File: src/rtl/sertx_pkg.sv
package sertx_pkg;

  typedef enum logic [2:0] {
    TX_IDLE  = 3'd0,
    TX_START = 3'd1,
    TX_DATA  = 3'd2,
    TX_PAR   = 3'd3,
    TX_STOP  = 3'd4
  } tx_state_e;

  // Parity over a zero-extended word: even parity gives the XOR, odd parity its inverse.
  function automatic logic frame_parity(input logic [31:0] word, input logic odd);
    return (^word) ^ odd;
  endfunction

  // Level the frame logic puts on the line in each state.
  function automatic logic state_level(input tx_state_e st, input logic data_bit,
                                       input logic par_bit);
    logic lvl;
    case (st)
      TX_START: lvl = 1'b0;
      TX_DATA:  lvl = data_bit;
      TX_PAR:   lvl = par_bit;
      default:  lvl = 1'b1;
    endcase
    return lvl;
  endfunction

endpackage

File: src/rtl/sertx_holdreg.sv
module sertx_holdreg #(
  parameter int unsigned DATA_W = 8
) (
  input  logic              clk,
  input  logic              rst_n,
  input  logic              wr_stb,
  input  logic [DATA_W-1:0] wr_byte,
  input  logic              load_go,
  output logic [DATA_W-1:0] hold_q,
  output logic              empty_q
);

  // A write always lands; it wins over a load in the same cycle for the flag.
  always_ff @(posedge clk) begin
    if (!rst_n) begin
      hold_q  <= '0;
      empty_q <= 1'b1;
    end else begin
      if (wr_stb) begin
        hold_q  <= wr_byte;
        empty_q <= 1'b0;
      end else if (load_go) begin
        empty_q <= 1'b1;
      end
    end
  end

endmodule

File: src/rtl/sertx_shifter.sv
module sertx_shifter
  import sertx_pkg::*;
#(
  parameter int unsigned DATA_W = 8
) (
  input  logic              clk,
  input  logic              rst_n,
  input  logic              tx_en,
  input  logic              par_en,
  input  logic              par_odd,
  input  logic              baud_tick,
  input  logic              hold_empty,
  input  logic [DATA_W-1:0] hold_q,
  output logic              load_go,
  output logic              stop_done,
  output logic              busy,
  output logic              line_bit
);

  localparam int unsigned CNT_W = (DATA_W > 1) ? $clog2(DATA_W) : 1;
  localparam logic [CNT_W-1:0] LAST_IDX = CNT_W'(DATA_W - 1);

  tx_state_e         state_q;
  logic [DATA_W-1:0] shreg_q;
  logic [CNT_W-1:0]  idx_q;
  logic              par_q;
  logic              with_par_q;

  logic can_load;
  assign can_load  = (state_q == TX_IDLE) || (state_q == TX_STOP);
  assign load_go   = baud_tick && tx_en && !hold_empty && can_load;
  assign stop_done = baud_tick && tx_en && (state_q == TX_STOP);
  assign busy      = (state_q != TX_IDLE);
  assign line_bit  = state_level(state_q, shreg_q[0], par_q);

  always_ff @(posedge clk) begin
    if (!rst_n || !tx_en) begin
      state_q    <= TX_IDLE;
      shreg_q    <= '0;
      idx_q      <= '0;
      par_q      <= 1'b0;
      with_par_q <= 1'b0;
    end else if (load_go) begin
      state_q    <= TX_START;
      shreg_q    <= hold_q;
      idx_q      <= '0;
      par_q      <= frame_parity(32'(hold_q), par_odd);
      with_par_q <= par_en;
    end else if (baud_tick) begin
      case (state_q)
        TX_START: state_q <= TX_DATA;
        TX_DATA: begin
          shreg_q <= shreg_q >> 1;
          if (idx_q == LAST_IDX) begin
            idx_q   <= '0;
            state_q <= with_par_q ? TX_PAR : TX_STOP;
          end else begin
            idx_q <= idx_q + 1'b1;
          end
        end
        TX_PAR:  state_q <= TX_STOP;
        TX_STOP: state_q <= TX_IDLE;
        default: state_q <= TX_IDLE;
      endcase
    end
  end

endmodule

File: src/rtl/sertx_linemux.sv
module sertx_linemux (
  input  logic pin_force,
  input  logic pin_level,
  input  logic line_bit,
  output logic txd
);

  assign txd = pin_force ? pin_level : line_bit;

endmodule

File: src/rtl/sertx_core.sv
module sertx_core #(
  parameter int unsigned DATA_W = 8
) (
  input  logic              clk,
  input  logic              rst_n,
  input  logic              tx_en,
  input  logic              par_en,
  input  logic              par_odd,
  input  logic              baud_tick,
  input  logic              wr_stb,
  input  logic [DATA_W-1:0] wr_byte,
  input  logic              pin_force,
  input  logic              pin_level,
  output logic              txd,
  output logic              tx_empty,
  output logic              tx_end
);

  logic [DATA_W-1:0] hold_q;
  logic              hold_empty;
  logic              load_go;
  logic              stop_done;
  logic              busy;
  logic              line_bit;
  logic              end_q;

  sertx_holdreg #(.DATA_W(DATA_W)) u_hold (
    .clk     (clk),
    .rst_n   (rst_n),
    .wr_stb  (wr_stb),
    .wr_byte (wr_byte),
    .load_go (load_go),
    .hold_q  (hold_q),
    .empty_q (hold_empty)
  );

  sertx_shifter #(.DATA_W(DATA_W)) u_shift (
    .clk        (clk),
    .rst_n      (rst_n),
    .tx_en      (tx_en),
    .par_en     (par_en),
    .par_odd    (par_odd),
    .baud_tick  (baud_tick),
    .hold_empty (hold_empty),
    .hold_q     (hold_q),
    .load_go    (load_go),
    .stop_done  (stop_done),
    .busy       (busy),
    .line_bit   (line_bit)
  );

  sertx_linemux u_mux (
    .pin_force (pin_force),
    .pin_level (pin_level),
    .line_bit  (line_bit),
    .txd       (txd)
  );

  always_ff @(posedge clk) begin
    if (!rst_n)                       end_q <= 1'b1;
    else if (wr_stb)                  end_q <= 1'b0;
    else if (stop_done && hold_empty) end_q <= 1'b1;
  end

  assign tx_empty = hold_empty;
  assign tx_end   = end_q;

endmodule

File: config.mk
export PLATFORM = sky130hd
export DESIGN_NAME = sertx_core
export DESIGN_NICKNAME = d
export VERILOG_FILES = /design/src/rtl/sertx_pkg.sv /design/src/rtl/sertx_holdreg.sv /design/src/rtl/sertx_shifter.sv /design/src/rtl/sertx_linemux.sv /design/src/rtl/sertx_core.sv
export SDC_FILE = /design/constraint.sdc
export NUM_CORES = 1
export LEC_CHECK = 0
export BUFFER_PORTS_ARGS = -buffer_cell sky130_fd_sc_hd__buf_2
export CORE_UTILIZATION = 49
export CTS_CLUSTER_DIAMETER = 80
export DETAILED_ROUTE_END_ITERATION = 8
export GPL_TIMING_DRIVEN = 1
export PLACE_DENSITY = 0.78
export REMOVE_ABC_BUFFERS = 1
export SYNTH_ARGS = -nofsm -noshare
export SYNTH_HDL_FRONTEND = slang
export SYNTH_SLANG_ARGS = --single-unit
File: constraint.sdc
create_clock -name clk -period 1.5 [get_ports clk]
set_clock_uncertainty 0.05 [all_clocks]
set_input_delay 0.225 -clock clk [delete_from_list [all_inputs] [get_ports clk]]
set_output_delay 0.225 -clock clk [all_outputs]
set_load 0.005 [all_outputs]
==> results of run 1 <==
repair_timing:
item                                    in CTS  in global routing
resized for setup                            5                  6
setup buffers                                2                  0
pin swaps                                    1                  5
endpoints found under the setup margin       1                  7
layer usage:
metal,part of all wire,wire length [microns]
met1,0.42,1167
met2,0.52,1441
met3,0.053,148
met4,0.011,31
met5,0,0
placed cells by master (no fill, tap or decap), types with 2 or more instances in the layout:
| master | count |
|---|---|
| a21oi_1 | 6 |
| a22oi_1 | 6 |
| a31oi_1 | 2 |
| buf_2 | 19 |
| buf_4 | 5 |
| clkbuf_4 | 3 |
| dfxtp_1 | 23 |
| dfxtp_4 | 2 |
| ha_1 | 2 |
| inv_1 | 4 |
| mux2i_1 | 9 |
| nand2_1 | 6 |
| nand2b_1 | 3 |
| nand3b_1 | 2 |
| nor2_1 | 25 |
| nor2b_1 | 11 |
| o21ai_0 | 6 |
| o22ai_1 | 7 |
| xnor2_1 | 3 |
| xor2_1 | 2 |
logic make-up after synthesis:
| logic type | count (synthesis) |
|---|---|
| AO/OA/AOI/OAI | 36 |
| flip-flops | 26 |
| adder cells (fa/ha/maj) | 2 |
| buffers and inverters | 11 |
| multiplexers | 10 |
| AND/OR/NAND/NOR | 54 |
| XOR/XNOR | 6 |
power groups by stage:
| stage | clock network, mW | logic (mW) | registers [mW] |
|---|---|---|---|
| final | 0.358 | 0.195 | 0.731 |
| after global routing | 0.384 | 0.214 | 0.735 |
| after CTS | 0.360 | 0.189 | 0.731 |
| after detailed placement | 0 | 0.185 | 0.750 |
| after global placement | 0 | 0.179 | 0.748 |
| after floorplan | 0 | 0.121 | 0.745 |
critical path, cell delays in order (launching register included):
cell	delay [ps]
dfxtp_4	380
a31oi_1	150
o21ai_1	80
mux2_2	250
buf_2	120
stage by stage:
stage	hold WS [ps]	worst slack (ps)	instance area, sq um
2_1_floorplan	251.2	34.73	1260
3_3_place_gp	412.0	122.1	1423
3_5_place_dp	421.8	81.98	1423
4_1_cts	76.84	-87.15	1481
5_1_grt	80.51	-172.6	1508
6_report	74.53	-71.53	1508
flip-flops by register name, indices dropped and copies added (netlist names):
register,count
u_shift.state_q,3
u_shift.par_q,1
u_shift.with_par_q,1
u_shift.idx_q,3
u_shift.shreg_q,8
tx_end,1
u_hold.hold_q,8
u_hold.empty_q,1
worst min path at each step:
| stage | start | endpoint | slack, ps |
|---|---|---|---|
| after floorplan | rst_n | tx_end | 250 |
| after global placement | u_shift.shreg_q[7] | u_shift.shreg_q[7] | 410 |
| after detailed placement | u_shift.shreg_q[7] | u_shift.shreg_q[7] | 420 |
| after CTS | par_en | u_shift.with_par_q | 80 |
| after global routing | par_en | u_shift.with_par_q | 80 |
| final | par_en | u_shift.with_par_q | 70 |
layout make-up:
type                    count  area [sq um]  share of cell area
multi-input cells         108         745.7              0.4946
flip-flops and latches     26         529.3              0.3510
repair buffers             25         143.9             0.09544
well taps                  30         37.54             0.02490
clock buffers               4         36.28             0.02407
inverters                   4         15.01            0.009958
==> results_dict.tcl, run 1 <==
set metrics [dict create \
    met1_usage 0.2539 \
    max-vdd-ir-drop_v 0.0005503 \
    comb_power_share 0.152 \
    overflow 0 \
    crit_required_ps 1220 \
    rows 18 \
    ys.flop_type "dfxtp_1" \
    initial_core_util 0.5232 \
    leakagePower_nw 0.5953 \
    holdPathStages 3 \
    synth.yosys.seq_area_share 0.4015 \
    hpwl_microns 2025 \
    postCtsHoldBufs 0 \
    p_int_mw 0.9577 \
    yosys.area_share.adder 0.01931 \
    crit_arrival_ps 1300 \
    r2r-start "u_shift.state_q[1]" \
    worstSetupStartpointType "flip-flop" \
    post-route-period-util 1.048 \
    switchingPower_mw 0.3268 \
    min_period_ps 1572 \
    slew-limit-headroom 0.7086 \
    clk_pin_slew_ps 150 \
    drv_slew 0 \
    grt_max_degree 15 \
    cp_max_fo 3 \
    critPathKind "reg -> out" \
    fmax_ghz 0.6363 \
    max_slew.worst_pin.slew_ps 436.4 \
    synth_area_sq_um 1296 \
    fp.dieW_microns 53.44 \
    core_area_sq_um 2477 \
    setup_slack_ps -71.53 \
    clkPwrFrac 0.279 \
    grt_usage 0.2188 \
    synthMuxAreaShare 0.07819 \
    die-height_microns 53.44 \
    sw_frac_of_total 0.2544 \
    worstSetupEndpointType "output port" \
    setup_viol 2 \
    total_power_mw 1.285 \
    rrSetupSlack_ps -40 \
    grt_pass1_vias 1054 \
    async_flop_share 0 \
    synthCells 145 \
    stdcell_count 197 \
    syn2layout_area_growth_pct 16.31 \
    dr.pass1.iters 4 \
    cts-root-buf "clkbuf_4" \
    yosys_warnings 0 \
    cts_max_level 1 \
    nFillCells 240 \
    synth_area_leaders "dfxtp_1, nor2_1, mux2i_1, nor2b_1, a22oi_1" \
    rsz0062_at_grt "true" \
    syn_area_per_cell_sq_um 8.940 \
    dp.cells 191 \
    synth_top_area_frac 0.4015 \
    reg2reg_depth 5 \
    numClockSinks 26 \
    nets 187 \
    synth_edf_count 0 \
    numCtsBuffers 3 \
    gp_congestion 0.7892 \
    synthXorXnorAreaFrac 0.05116 \
    powerDensity_nw_per_um2 852.0 \
    layout-drive-gt1-share 0.2515 \
    hold_class "in -> reg" \
    yosys.area_share.simple 0.2143 \
    drv_cap 0 \
    drc 0 \
    synth_top_area_cell "dfxtp_1" \
    final_util 0.6086 \
    via_per_inst 5.690 \
    ys_top_cells_by_count "dfxtp_1, nor2_1, nor2b_1" \
    cts_tree "done" \
    ant_nets 0 \
    use_met3 0.03448 \
    status "finished, violations left" \
    synth_compound_area_frac 0.1959 \
    tns_ps -108.2 \
    cts.path.max_buffers 2 \
    num_vias 1121 \
    n_antenna_cell 0 \
    wl_per_cell_microns 14.15 \
    r2r-end "u_shift.with_par_q" \
    grt-busiest-layer "met2" \
    crit_start "u_shift.state_q[0]" \
    totalWireLength_microns 2788 \
    violations "negative setup slack" \
    grt_antenna_before_repair 0 \
    pwr-share-seq 0.569 \
    synth_top_family_by_area "simple AND/OR/NAND/NOR gates" \
    grt_pass1_wl_microns 4505 \
    ys_ff_latch 26 \
    clock_latency_ps 320 \
    synth_most_common_cell "dfxtp_1" \
    port-buffer-count 19 \
    design.die.area_sq_um 2855 \
    first_iter_violations 46 \
    hold_viol 0 \
    crit_path_end "txd" \
    yosysUniqueCellTypes 35 \
    io_pins 20 \
    grt_use_met2 0.4000 \
]
No activity file was read; power rests on OpenSTA's default activity.
==> inputs of run 2 (changes only) <==
Settings changed: CORE_ASPECT_RATIO set to 0.6, REMOVE_ABC_BUFFERS 1 to not set.
==> run 2 against run 1 <==
Net effect:
- the flow still finishes with violations (negative setup slack)
- worst hold slack improved by 95 ps
- register-to-register slack improved by 70 ps
- clock power rose by 7.8%
- die area rose by 0.23%
- flip-flop and latch count did not move
- non-clock buffer count rose by 1
- sequential share of layout area fell by 0.20 points
- setup slack improved by 33 ps
- critical path type unchanged
- largest cell class unchanged
- largest power group unchanged
==> results_dict.tcl, run 2 (synthesis gave the netlist of run 1 again) <==
set metrics [dict create \
    leakagePower_nw 0.5982 \
    port-buffer-count 19 \
    seq_area_sq_um 529.3 \
    postPlaceCellArea_sq_um 1440 \
    hold_class "in -> reg" \
    overflow 0 \
    numCtsBuffers 3 \
    max-vdd-ir-drop_v 0.0003417 \
    die-height_microns 41.84 \
    clock_latency_ps 270 \
    grt_max_degree 15 \
    total_power_mw 1.319 \
    crit_arrival_ps 1260 \
    grt_use_met2 0.3353 \
    r2r-start "u_shift.state_q[0]" \
    drv_cap 0 \
    rsz0062_at_grt "true" \
    switchingPower_mw 0.3268 \
    layout-drive-gt1-share 0.2395 \
    holdPathEnd "u_hold.hold_q[2]" \
    holdPathStages 3 \
    via_per_inst 5.673 \
    grt_pass1_wl_microns 4774 \
    syn2layout_area_growth_pct 16.99 \
    worstPathCellList "a31oi_1, o21ai_1, mux2_2, buf_2" \
    first_iter_violations 161 \
    crit_path_max_incr_delay_ps 350 \
    hold_start "wr_byte[2]" \
    multi_input_area_sq_um 743.2 \
    n_antenna_cell 0 \
    grt-busiest-layer "met2" \
    rrSetupSlack_ps 30 \
    dp.cells 195 \
    gp_congestion 0.8431 \
    initial_core_util 0.5175 \
    worstSetupStartpointType "flip-flop" \
    min_period_ps 1539 \
    numClockSinks 26 \
    max_slew.worst_pin.slew_ps 384.8 \
    powerDensity_nw_per_um2 869.6 \
    core_area_sq_um 2505 \
    r2r-end "u_shift.with_par_q" \
    layout_commonest_cell "nor2_1" \
    nets 188 \
    crit_required_ps 1220 \
    use_met3 0.07418 \
    cts_max_level 1 \
    cp_max_fo 2 \
    violations "negative setup slack" \
    num_vias 1129 \
    hpwl_microns 2166 \
    cts-root-buf "clkbuf_8" \
    final_cell_mix "nor2_1, dfxtp_1, buf_2, nor2b_1, mux2i_1" \
    dr.pass1.iters 4 \
    critPathSlowestCell "dfxtp_4" \
    clkPwrFrac 0.292 \
    pwr-share-seq 0.555 \
    hold_viol 0 \
    ant_nets 0 \
    totalWireLength_microns 2953 \
    p_int_mw 0.9920 \
    setup_slack_ps -38.59 \
    cts_tree "done" \
    fp.dieW_microns 68.40 \
    critPathKind "reg -> out" \
    rows 14 \
    reg2reg_depth 5 \
    setup_viol 1 \
    critPathTopFamily "flip-flops" \
    stdcell_count 199 \
    reg.largest.list "u_hold.hold_q x8, u_shift.shreg_q x8" \
    tns_ps -38.59 \
    drv_slew 0 \
    cts.path.max_buffers 2 \
    post-route-period-util 1.026 \
    grt_usage 0.2298 \
    status "finished, violations left" \
    wl_per_cell_microns 14.84 \
    comb_power_share 0.153 \
    drc 0 \
    path_buf_inv 1 \
    design.die.area_sq_um 2862 \
    clk_pin_slew_ps 90 \
    fmax_ghz 0.6499 \
    synth_fp_nets 164 \
    nFillCells 213 \
    postCtsHoldBufs 0 \
    grt_antenna_before_repair 0 \
    sw_frac_of_total 0.2478 \
    slew-limit-headroom 0.7435 \
    worstSetupEndpointType "output port" \
    io_pins 20 \
    fin_area_sq_um 1516 \
    met1_usage 0.3230 \
    grt_pass1_vias 1053 \
]
run 2: worst max path at each step:
stage	start	to	slack [ps]	depth (start not counted)
2_1_floorplan	u_shift.state_q[1]	u_shift.with_par_q	130	5
3_3_place_gp	u_hold.empty_q	u_shift.shreg_q[7]	130	4
3_5_place_dp	u_hold.empty_q	u_shift.shreg_q[7]	40	4
4_1_cts	u_shift.state_q[0]	txd	-40	4
5_1_grt	u_shift.state_q[0]	txd	-90	4
6_report	u_shift.state_q[0]	txd	-40	4
run 2: per-stage QoR:
step | hold slack, ps | setup slack (ps) | utilization
detailed placement | 425.1 | 39.79 | 0.5749
floorplan | 322.2 | 131.8 | -
global route | 175.7 | -92.57 | 0.6054
global placement | 404.1 | 127.8 | 0.5749
finish | 169.2 | -38.59 | 0.6054
CTS | 164.5 | -38.65 | 0.6014
run 2: final cells by class:
cell class | instances | area share
clock buffers | 3 | 0.02723
inverters | 4 | 0.009901
multi-input cells | 108 | 0.4901
flip-flops and latches | 26 | 0.3490
well taps | 32 | 0.02640
repair buffers | 26 | 0.09736
run 2: routing by layer:
layer | wire length, microns | part of all wire
met5 | 0 | 0
met4 | 0 | 0
met3 | 223 | 0.076
met2 | 1365 | 0.46
met1 | 1363 | 0.46
run 2: repair_timing:
action	in CTS	in global routing
setup buffers	1	0
gates resized for setup	6	4
setup endpoints to repair	1	13
endpoints found under the hold margin	0	0
pin swaps	1	1
run 2: power groups by stage:
stage          Sequential [mW]  Clock, mW  Combinational (mW)
5_1_grt                  0.735      0.431               0.222
2_1_floorplan            0.745          0               0.132
3_5_place_dp             0.750          0               0.190
3_3_place_gp             0.748          0               0.185
6_report                 0.732      0.386               0.202
4_1_cts                  0.731      0.395               0.197
run 2: worst reg2reg max path, delay by kind of cell (launching register included):
family        cells  cell delay, ps
flops             1             350
buf+inv           1             150
mux               1             190
simple gates      3             610
